## config.mk

```make
export PLATFORM = sky130hd
export DESIGN_NAME = rst_ctl_reg
export DESIGN_NICKNAME = d
export VERILOG_FILES = /design/src/rtl/rst_ctl_pkg.sv /design/src/rtl/rst_ctl_decode.sv /design/src/rtl/rst_ctl_status.sv /design/src/rtl/rst_ctl_req.sv /design/src/rtl/rst_ctl_reg.sv
export SDC_FILE = /design/constraint.sdc
export NUM_CORES = 1
export LEC_CHECK = 0
export ABC_CLOCK_PERIOD_IN_PS = 900
export BUFFER_PORTS_ARGS = -buffer_cell sky130_fd_sc_hd__buf_2
export CAP_MARGIN = 25
export CORE_MARGIN = 4
export CORE_UTILIZATION = 26
export DETAILED_ROUTE_END_ITERATION = 10
export GPL_TIMING_DRIVEN = 0
export PLACE_DENSITY_LB_ADDON = 0.25
export SLEW_MARGIN = 20
export SYNTH_ARGS = -nofsm -noshare
export SYNTH_HDL_FRONTEND = slang
export SYNTH_SLANG_ARGS = --single-unit
export TNS_END_PERCENT = 10
```

## constraint.sdc

```tcl
create_clock -name clk_i -period 0.9 [get_ports clk_i]
set_input_delay 0.18 -clock clk_i [delete_from_list [all_inputs] [get_ports clk_i]]
set_output_delay 0.18 -clock clk_i [all_outputs]
set_load 0.01 [all_outputs]
```

## src/rtl/rst_ctl_pkg.sv

```systemverilog
package rst_ctl_pkg;
  typedef enum logic [1:0] {
    REQ_NONE = 2'd0,
    REQ_SOFT_POR = 2'd1,
    REQ_SOFT_XIR = 2'd2
  } req_kind_e;
endpackage

```

## src/rtl/rst_ctl_decode.sv

```systemverilog
module rst_ctl_decode
  import rst_ctl_pkg::*;
#(
  parameter int unsigned DATA_W = 32,
  parameter int unsigned ADDR_W = 3,
  parameter int unsigned SEL_BIT = 2
) (
  input  logic              we_i,
  input  logic [ADDR_W-1:0] addr_i,
  input  logic [DATA_W-1:0] wdata_i,
  output logic              sel_o,
  output logic              hit_o,
  output logic [DATA_W-1:0] wval_o,
  output req_kind_e         kind_o
);
  localparam int unsigned P_SPOR = DATA_W - 2;
  localparam int unsigned P_SXIR = DATA_W - 3;
  localparam int unsigned N_IMPL = 5;
  localparam logic [DATA_W-1:0] IMPL_MASK = {{N_IMPL{1'b1}}, {(DATA_W-N_IMPL){1'b0}}};

  assign sel_o  = addr_i[SEL_BIT];
  assign hit_o  = we_i & sel_o;
  assign wval_o = wdata_i & IMPL_MASK;

  // soft power-on outranks soft XIR
  always_comb begin
    if (wval_o[P_SPOR])      kind_o = REQ_SOFT_POR;
    else if (wval_o[P_SXIR]) kind_o = REQ_SOFT_XIR;
    else                     kind_o = REQ_NONE;
  end
endmodule

```

## src/rtl/rst_ctl_status.sv

```systemverilog
module rst_ctl_status
  import rst_ctl_pkg::*;
#(
  parameter int unsigned DATA_W = 32
) (
  input  logic              clk_i,
  input  logic              rst_ni,
  input  logic              sys_rst_i,
  input  logic              hit_i,
  input  logic [DATA_W-1:0] wval_i,
  input  req_kind_e         kind_i,
  output logic [DATA_W-1:0] stat_o,
  output logic              accept_o
);
  localparam logic [DATA_W-1:0] ONE = {{(DATA_W-1){1'b0}}, 1'b1};
  localparam int unsigned P_POR  = DATA_W - 1;
  localparam int unsigned P_SPOR = DATA_W - 2;
  localparam int unsigned P_SXIR = DATA_W - 3;
  localparam int unsigned P_BPOR = DATA_W - 4;
  localparam int unsigned P_BXIR = DATA_W - 5;
  localparam logic [DATA_W-1:0] W1C_MASK = (ONE << P_POR) | (ONE << P_BPOR) | (ONE << P_BXIR);
  localparam logic [DATA_W-1:0] W1S_MASK = (ONE << P_SPOR) | (ONE << P_SXIR);
  localparam logic [DATA_W-1:0] POR_VAL  = ONE << P_POR;

  logic [DATA_W-1:0] stat_q;
  logic              armed_q;  // next system reset counts as power-on

  assign accept_o = hit_i & ~sys_rst_i;

  always_ff @(posedge clk_i or negedge rst_ni) begin
    if (!rst_ni) begin
      stat_q  <= '0;
      armed_q <= 1'b1;
    end else if (sys_rst_i) begin
      if (armed_q) begin
        stat_q  <= POR_VAL;
        armed_q <= 1'b0;
      end
    end else if (accept_o) begin
      stat_q <= (stat_q & ~(wval_i & W1C_MASK)) | (wval_i & W1S_MASK);
      if (kind_i == REQ_SOFT_POR) armed_q <= 1'b1;
    end
  end

  assign stat_o = stat_q;
endmodule

```

## src/rtl/rst_ctl_req.sv

```systemverilog
module rst_ctl_req
  import rst_ctl_pkg::*;
(
  input  logic      clk_i,
  input  logic      rst_ni,
  input  logic      accept_i,
  input  req_kind_e kind_i,
  output logic      pulse_o
);
  logic pulse_q;

  always_ff @(posedge clk_i or negedge rst_ni) begin
    if (!rst_ni) pulse_q <= 1'b0;
    else         pulse_q <= accept_i & (kind_i != REQ_NONE);
  end

  assign pulse_o = pulse_q;
endmodule

```

## src/rtl/rst_ctl_reg.sv

```systemverilog
module rst_ctl_reg
  import rst_ctl_pkg::*;
#(
  parameter int unsigned DATA_W = 32,
  parameter int unsigned ADDR_W = 3
) (
  input  logic              clk_i,
  input  logic              rst_ni,
  input  logic              sys_rst_i,
  input  logic              we_i,
  input  logic [ADDR_W-1:0] addr_i,
  input  logic [DATA_W-1:0] wdata_i,
  output logic [DATA_W-1:0] rdata_o,
  output logic              rst_req_o
);
  localparam int unsigned SEL_BIT = 2;

  logic              sel, hit, accept;
  logic [DATA_W-1:0] wval, stat_q;
  req_kind_e         kind;

  rst_ctl_decode #(.DATA_W(DATA_W), .ADDR_W(ADDR_W), .SEL_BIT(SEL_BIT)) u_decode (
    .we_i(we_i), .addr_i(addr_i), .wdata_i(wdata_i),
    .sel_o(sel), .hit_o(hit), .wval_o(wval), .kind_o(kind)
  );

  rst_ctl_status #(.DATA_W(DATA_W)) u_status (
    .clk_i(clk_i), .rst_ni(rst_ni), .sys_rst_i(sys_rst_i),
    .hit_i(hit), .wval_i(wval), .kind_i(kind),
    .stat_o(stat_q), .accept_o(accept)
  );

  rst_ctl_req u_req (
    .clk_i(clk_i), .rst_ni(rst_ni), .accept_i(accept), .kind_i(kind),
    .pulse_o(rst_req_o)
  );

  assign rdata_o = sel ? stat_q : '0;
endmodule

```

Word level (Yosys, flattened, before mapping) --
Cells that the tools add are included.
Storage, ports and cells: register bits 34, input port bits 39, output and inout port bits 33, word-level logic and storage cells 26
Operators by class: equal/unequal tests 2, mux-type cells 9, bitwise operators 7, reduce and logical (&&, ||, !) cells 5
Operator list (number):
- 2-to-1 mux 32 bit | 4
- AND 32 bit | 1
- inverter 32 bit | 1
- OR 32 x 31 -> 32 bit | 1
- nonzero test 2 bit | 3
- 2-to-1 mux 2 bit | 2
- AND reduction 2 bit | 2
- AND 1 bit | 3
- 2-to-1 mux 1 bit | 3
- == test 2 x 1 -> 1 bit (second input constant) | 1
- inequality test 2 x 1 -> 1 bit (second input constant) | 1
- inverter 1 bit | 1

Longest topological paths before layout --
depth in word-level cells 6, depth in mapped cells 3

Modules after synthesis --
Synthesis repeated with hierarchy kept, for this count alone.
Second synthesis, totals: cells, all modules 122, area total of the unflattened synthesis 1008.5 um^2
Modules (own cells, without submodules):
- rst_ctl_status | times used 1, cells an instance 48, area an instance 441.7 um^2, seq. area each 151.4 um^2
- rst_ctl_decode | times used 1, cells an instance 37, area an instance 279.0 um^2, seq. area each 0.0 um^2
- rst_ctl_reg | times used 1, cells an instance 35, area an instance 255.2 um^2, seq. area each 0.0 um^2
- rst_ctl_req | times used 1, cells an instance 2, area an instance 32.5 um^2, seq. area each 25.0 um^2

Worst setup path before layout --
OpenSTA, ideal clock, no wires.
path type reg2reg, from register u_status.armed_q, to register u_status.stat_q[29], in the netlist u_status.stat_o[29], arrival time 785 ps, slack -6 ps, cell stages (with the launch flop) 3, clock period less this slack 906 ps, cell sequence dfstp_2 -> nand2_1 -> a22o_2
On the way: longest elaborated chain between the ends 2
RTL lines:
- start, declared | line rst_ctl_status.sv:26 | logic armed_q;
- start signal, assigned | line rst_ctl_status.sv:33 | armed_q <= 1'b1;
- start signal, assigned | line rst_ctl_status.sv:37 | armed_q <= 1'b0;
- start signal, assigned | line rst_ctl_status.sv:41 | if (kind_i == REQ_SOFT_POR) armed_q <= 1'b1;
- inequality test 2 x 1 -> 1 bit (no source line)
- AND reduction 2 bit (no source line)
- end signal, assigned | line rst_ctl_status.sv:40 | stat_q <= (stat_q & ~(wval_i & W1C_MASK)) | (wval_i & W1S_MASK);
- end, declared | line rst_ctl_status.sv:25 | logic [DATA_W-1:0] stat_q;
No other way between the ends. A chain may end at the register's enable or synchronous reset.

Worst setup path after layout --
from register u_status.stat_q[30], in the netlist u_status.stat_o[30], to output port rdata_o[30]
On the way: longest elaborated chain between the ends 1
RTL lines:
- 2-to-1 mux 32 bit | line rst_ctl_reg.sv:38 | assign rdata_o = sel ? stat_q : '0;
- end, declared | line rst_ctl_reg.sv:13 | output logic [DATA_W-1:0] rdata_o,
No other way between the ends.

==> flow_metrics.env <==
export IMPL_grt_max_degree=8
export IMPL_start_util=0.2833
export IMPL_finalHoldViolCount=0
export IMPL_synth_seq_cells=7
export IMPL_ys_async_sr_fraction=1.000
export IMPL_fin_skew_ps=0.3602
export IMPL_wl_um=996
export IMPL_post_place_ws_ps=-100.9
export IMPL_synthTopCellsByCount="27 x buf_4, 6 x dfrtp_1, 5 x and2_1"
export IMPL_drv_cap=0
export IMPL_overflow=0
export IMPL_finalPower_uw=952.1
export IMPL_fp_dieW_um=52.31
export IMPL_synth_cells=54
export IMPL_grt_pass1_wl_mm=1.511
export IMPL_synth_edff_count=0
export IMPL_place_inst=120
export IMPL_finalCriticalPeriod_ps=1054
export IMPL_critical_path_peak_fanout=2
export IMPL_period_share=1.172
export IMPL_area_delta_synth_final_pct=53.68
export IMPL_route_detailed_drc=0
export IMPL_nNetsFinal=143
export IMPL_die_h_um=52.31
export IMPL_port_buffer_count=15
export IMPL_drt_iter0_drc=2
export IMPL_ys_top_cells_by_area="buf_4 40%, dfrtp_1 29%, and2_1 6.1%"
export IMPL_synthesis_area_sq_um=510.5
export IMPL_ys_types=15
export IMPL_synth_flop_cell="dfrtp_1"
export IMPL_setup_violations_final=8
export IMPL_violations="negative setup slack"
export IMPL_track_usage=0.07497
export IMPL_hold_path_class="in -> reg"
export IMPL_drive_gt1_frac=0.5243
export IMPL_p_leak_uw=0.0004794
export IMPL_routedWlPerCell_um=7.781
export IMPL_syn_avg_cell_area_sq_um=9.454
export IMPL_p_per_area_mw_per_mm2=1214
export IMPL_cts_num_sinks=7
export IMPL_first_global_vias=361
export IMPL_core_area_sq_mm=0.001802
export IMPL_dr_pass1_iters=4
export IMPL_h_tree_depth=1
export IMPL_vias=394
export IMPL_root_buffer="clkbuf_4"
export IMPL_yosysSeqAreaShare=0.3456
export IMPL_cts_clk_slew_worst_paths_ps=50
export IMPL_post_drt_via_cell_ratio=3.078
export IMPL_worst_setup_path_type="reg -> out"
export IMPL_nFillCells=197
export IMPL_antenna_found_initial=0
export IMPL_routabilityCongestion=0.6545
export IMPL_num_antenna_cells=0
export IMPL_setup_ws_ps=-154.4
export IMPL_clock_path_buffers=2
export IMPL_cts_tree="done"
export IMPL_die_area_sq_mm=0.002736
export IMPL_synth_top_area_share=0.3971
export IMPL_endpoint_kind="output pin"
export IMPL_yosysWarnings=0
export IMPL_io_pin_count=72
export IMPL_clk_latency_ps=240
export IMPL_rsz0062_at_grt="true"
export IMPL_rows=15
export IMPL_drv_slew=0
export IMPL_crit_required_ps=720
export IMPL_ir_worst_vdd_uv=460.6
export IMPL_fmax_mhz=948.4
export IMPL_arrival_ps=870
export IMPL_synth_most_common_cell="buf_4"
export IMPL_final_cells=128
export IMPL_numCtsBuffers=3
export IMPL_ant_nets=0
export IMPL_worstSetupStartpointType="flip-flop"
export IMPL_yosys_area_top_type="buf_4"
export IMPL_status="complete, but fails checks"
layer usage:
metal,GRT usage,vias to the layer above,share of wire
li1,-,220,-
met2,0.1012,22,0.50
met5,0,-,0
met4,0.03830,0,0
met1,0.09794,152,0.36
met3,0.03419,0,0.14
metrics by stage:
stage	TNS [ps]	hold WS (ps)	instance area (sq um)	util
finish	-846.5	103.5	784.5	0.4354
CTS	-902.6	99.77	775.7	0.4306
global placement	-268.7	16.21	714.4	0.3965
detailed placement	-360.0	23.32	714.4	0.3965
global route	-1150	99.64	784.5	0.4354
floorplan	-12.55	-115.6	608.1	-
report_power, final:
group / total [uW] / switching, uW / internal, uW
Combinational: 301 / 131 / 170
Clock: 284 / 115 / 169
Sequential: 368 / 15.7 / 352
Total: 952 / 261 / 691
sequential cells by signal (all words and copies together), names as in the netlist:
signal            count
u_status.stat_o       5
u_status.armed_q      1
u_req.pulse_o         1
layout make-up:
type | instances | area (sq um) | share of cell area
Inverter | 2 | 7.507 | 0.009569
Buffer | 28 | 214.0 | 0.2727
Multi-Input combinational cell | 43 | 215.2 | 0.2743
Tap cell | 25 | 31.28 | 0.03987
Clock buffer | 4 | 26.28 | 0.03349
Sequential cell | 7 | 176.4 | 0.2249
Timing Repair Buffer | 19 | 113.9 | 0.1451
cells in the final DEF (no fill, tap or decap), drive strengths merged:
| master | synthesis | final |
|---|---|---|
| a21oi | 2 | 2 |
| a221oi | 2 | 2 |
| a22o | 2 | 2 |
| a31oi | 1 | 1 |
| and2 | 5 | 5 |
| and3b | 1 | 1 |
| buf | 28 | 46 |
| clkbuf | 0 | 4 |
| conb | 1 | 27 |
| dfrtp | 6 | 6 |
| dfstp | 1 | 1 |
| dlygate4sd3 | 0 | 1 |
| inv | 2 | 2 |
| nand2 | 1 | 1 |
| nor2 | 1 | 1 |
| o21a | 1 | 1 |
cells by family after synthesis:
| kind of cell | after synthesis | synth area share |
|---|---|---|
| other | 1 | 0.007346 |
| flip-flops | 7 | 0.3456 |
| AO/OA/AOI/OAI | 8 | 0.1201 |
| buffers and inverters | 30 | 0.4338 |
| AND/OR/NAND/NOR | 8 | 0.09313 |
path summary, 6_finish.rpt:
check | slack (ps) | cells past startpoint | from | to
max in group asynchronous | 380 | 2 | rst_ni | u_status.armed_q$_DFFE_PN1P_
min in group asynchronous | 290 | 2 | rst_ni | u_req.pulse_o$_DFF_PN0_
max reg2reg | -40 | 2 | u_status.armed_q$_DFFE_PN1P_ | u_status.stat_o[30]$_DFFE_PN0P_
min | 100 | 2 | wdata_i[31] | u_status.stat_o[31]$_DFFE_PN0P_
max | -150 | 2 | u_status.stat_o[30]$_DFFE_PN0P_ | rdata_o[30]
min reg2reg | 500 | 2 | u_status.stat_o[27]$_DFFE_PN0P_ | u_status.stat_o[27]$_DFFE_PN0P_
worst max-delay path, stage by stage (launching register included):
cell,delay [ps]
dfrtp_1,370
and2_1,130
buf_2,130
what timing repair did:
| action | in CTS | in global routing |
|---|---|---|
| hold buffers | 1 | 0 |
| resized for setup | 1 | 2 |
| pin swaps | 3 | 0 |
| hold endpoints to repair | 7 | 0 |
| setup endpoints to repair | 8 | 8 |
| setup buffers | 3 | 0 |
(Power assumes the default switching activity.)
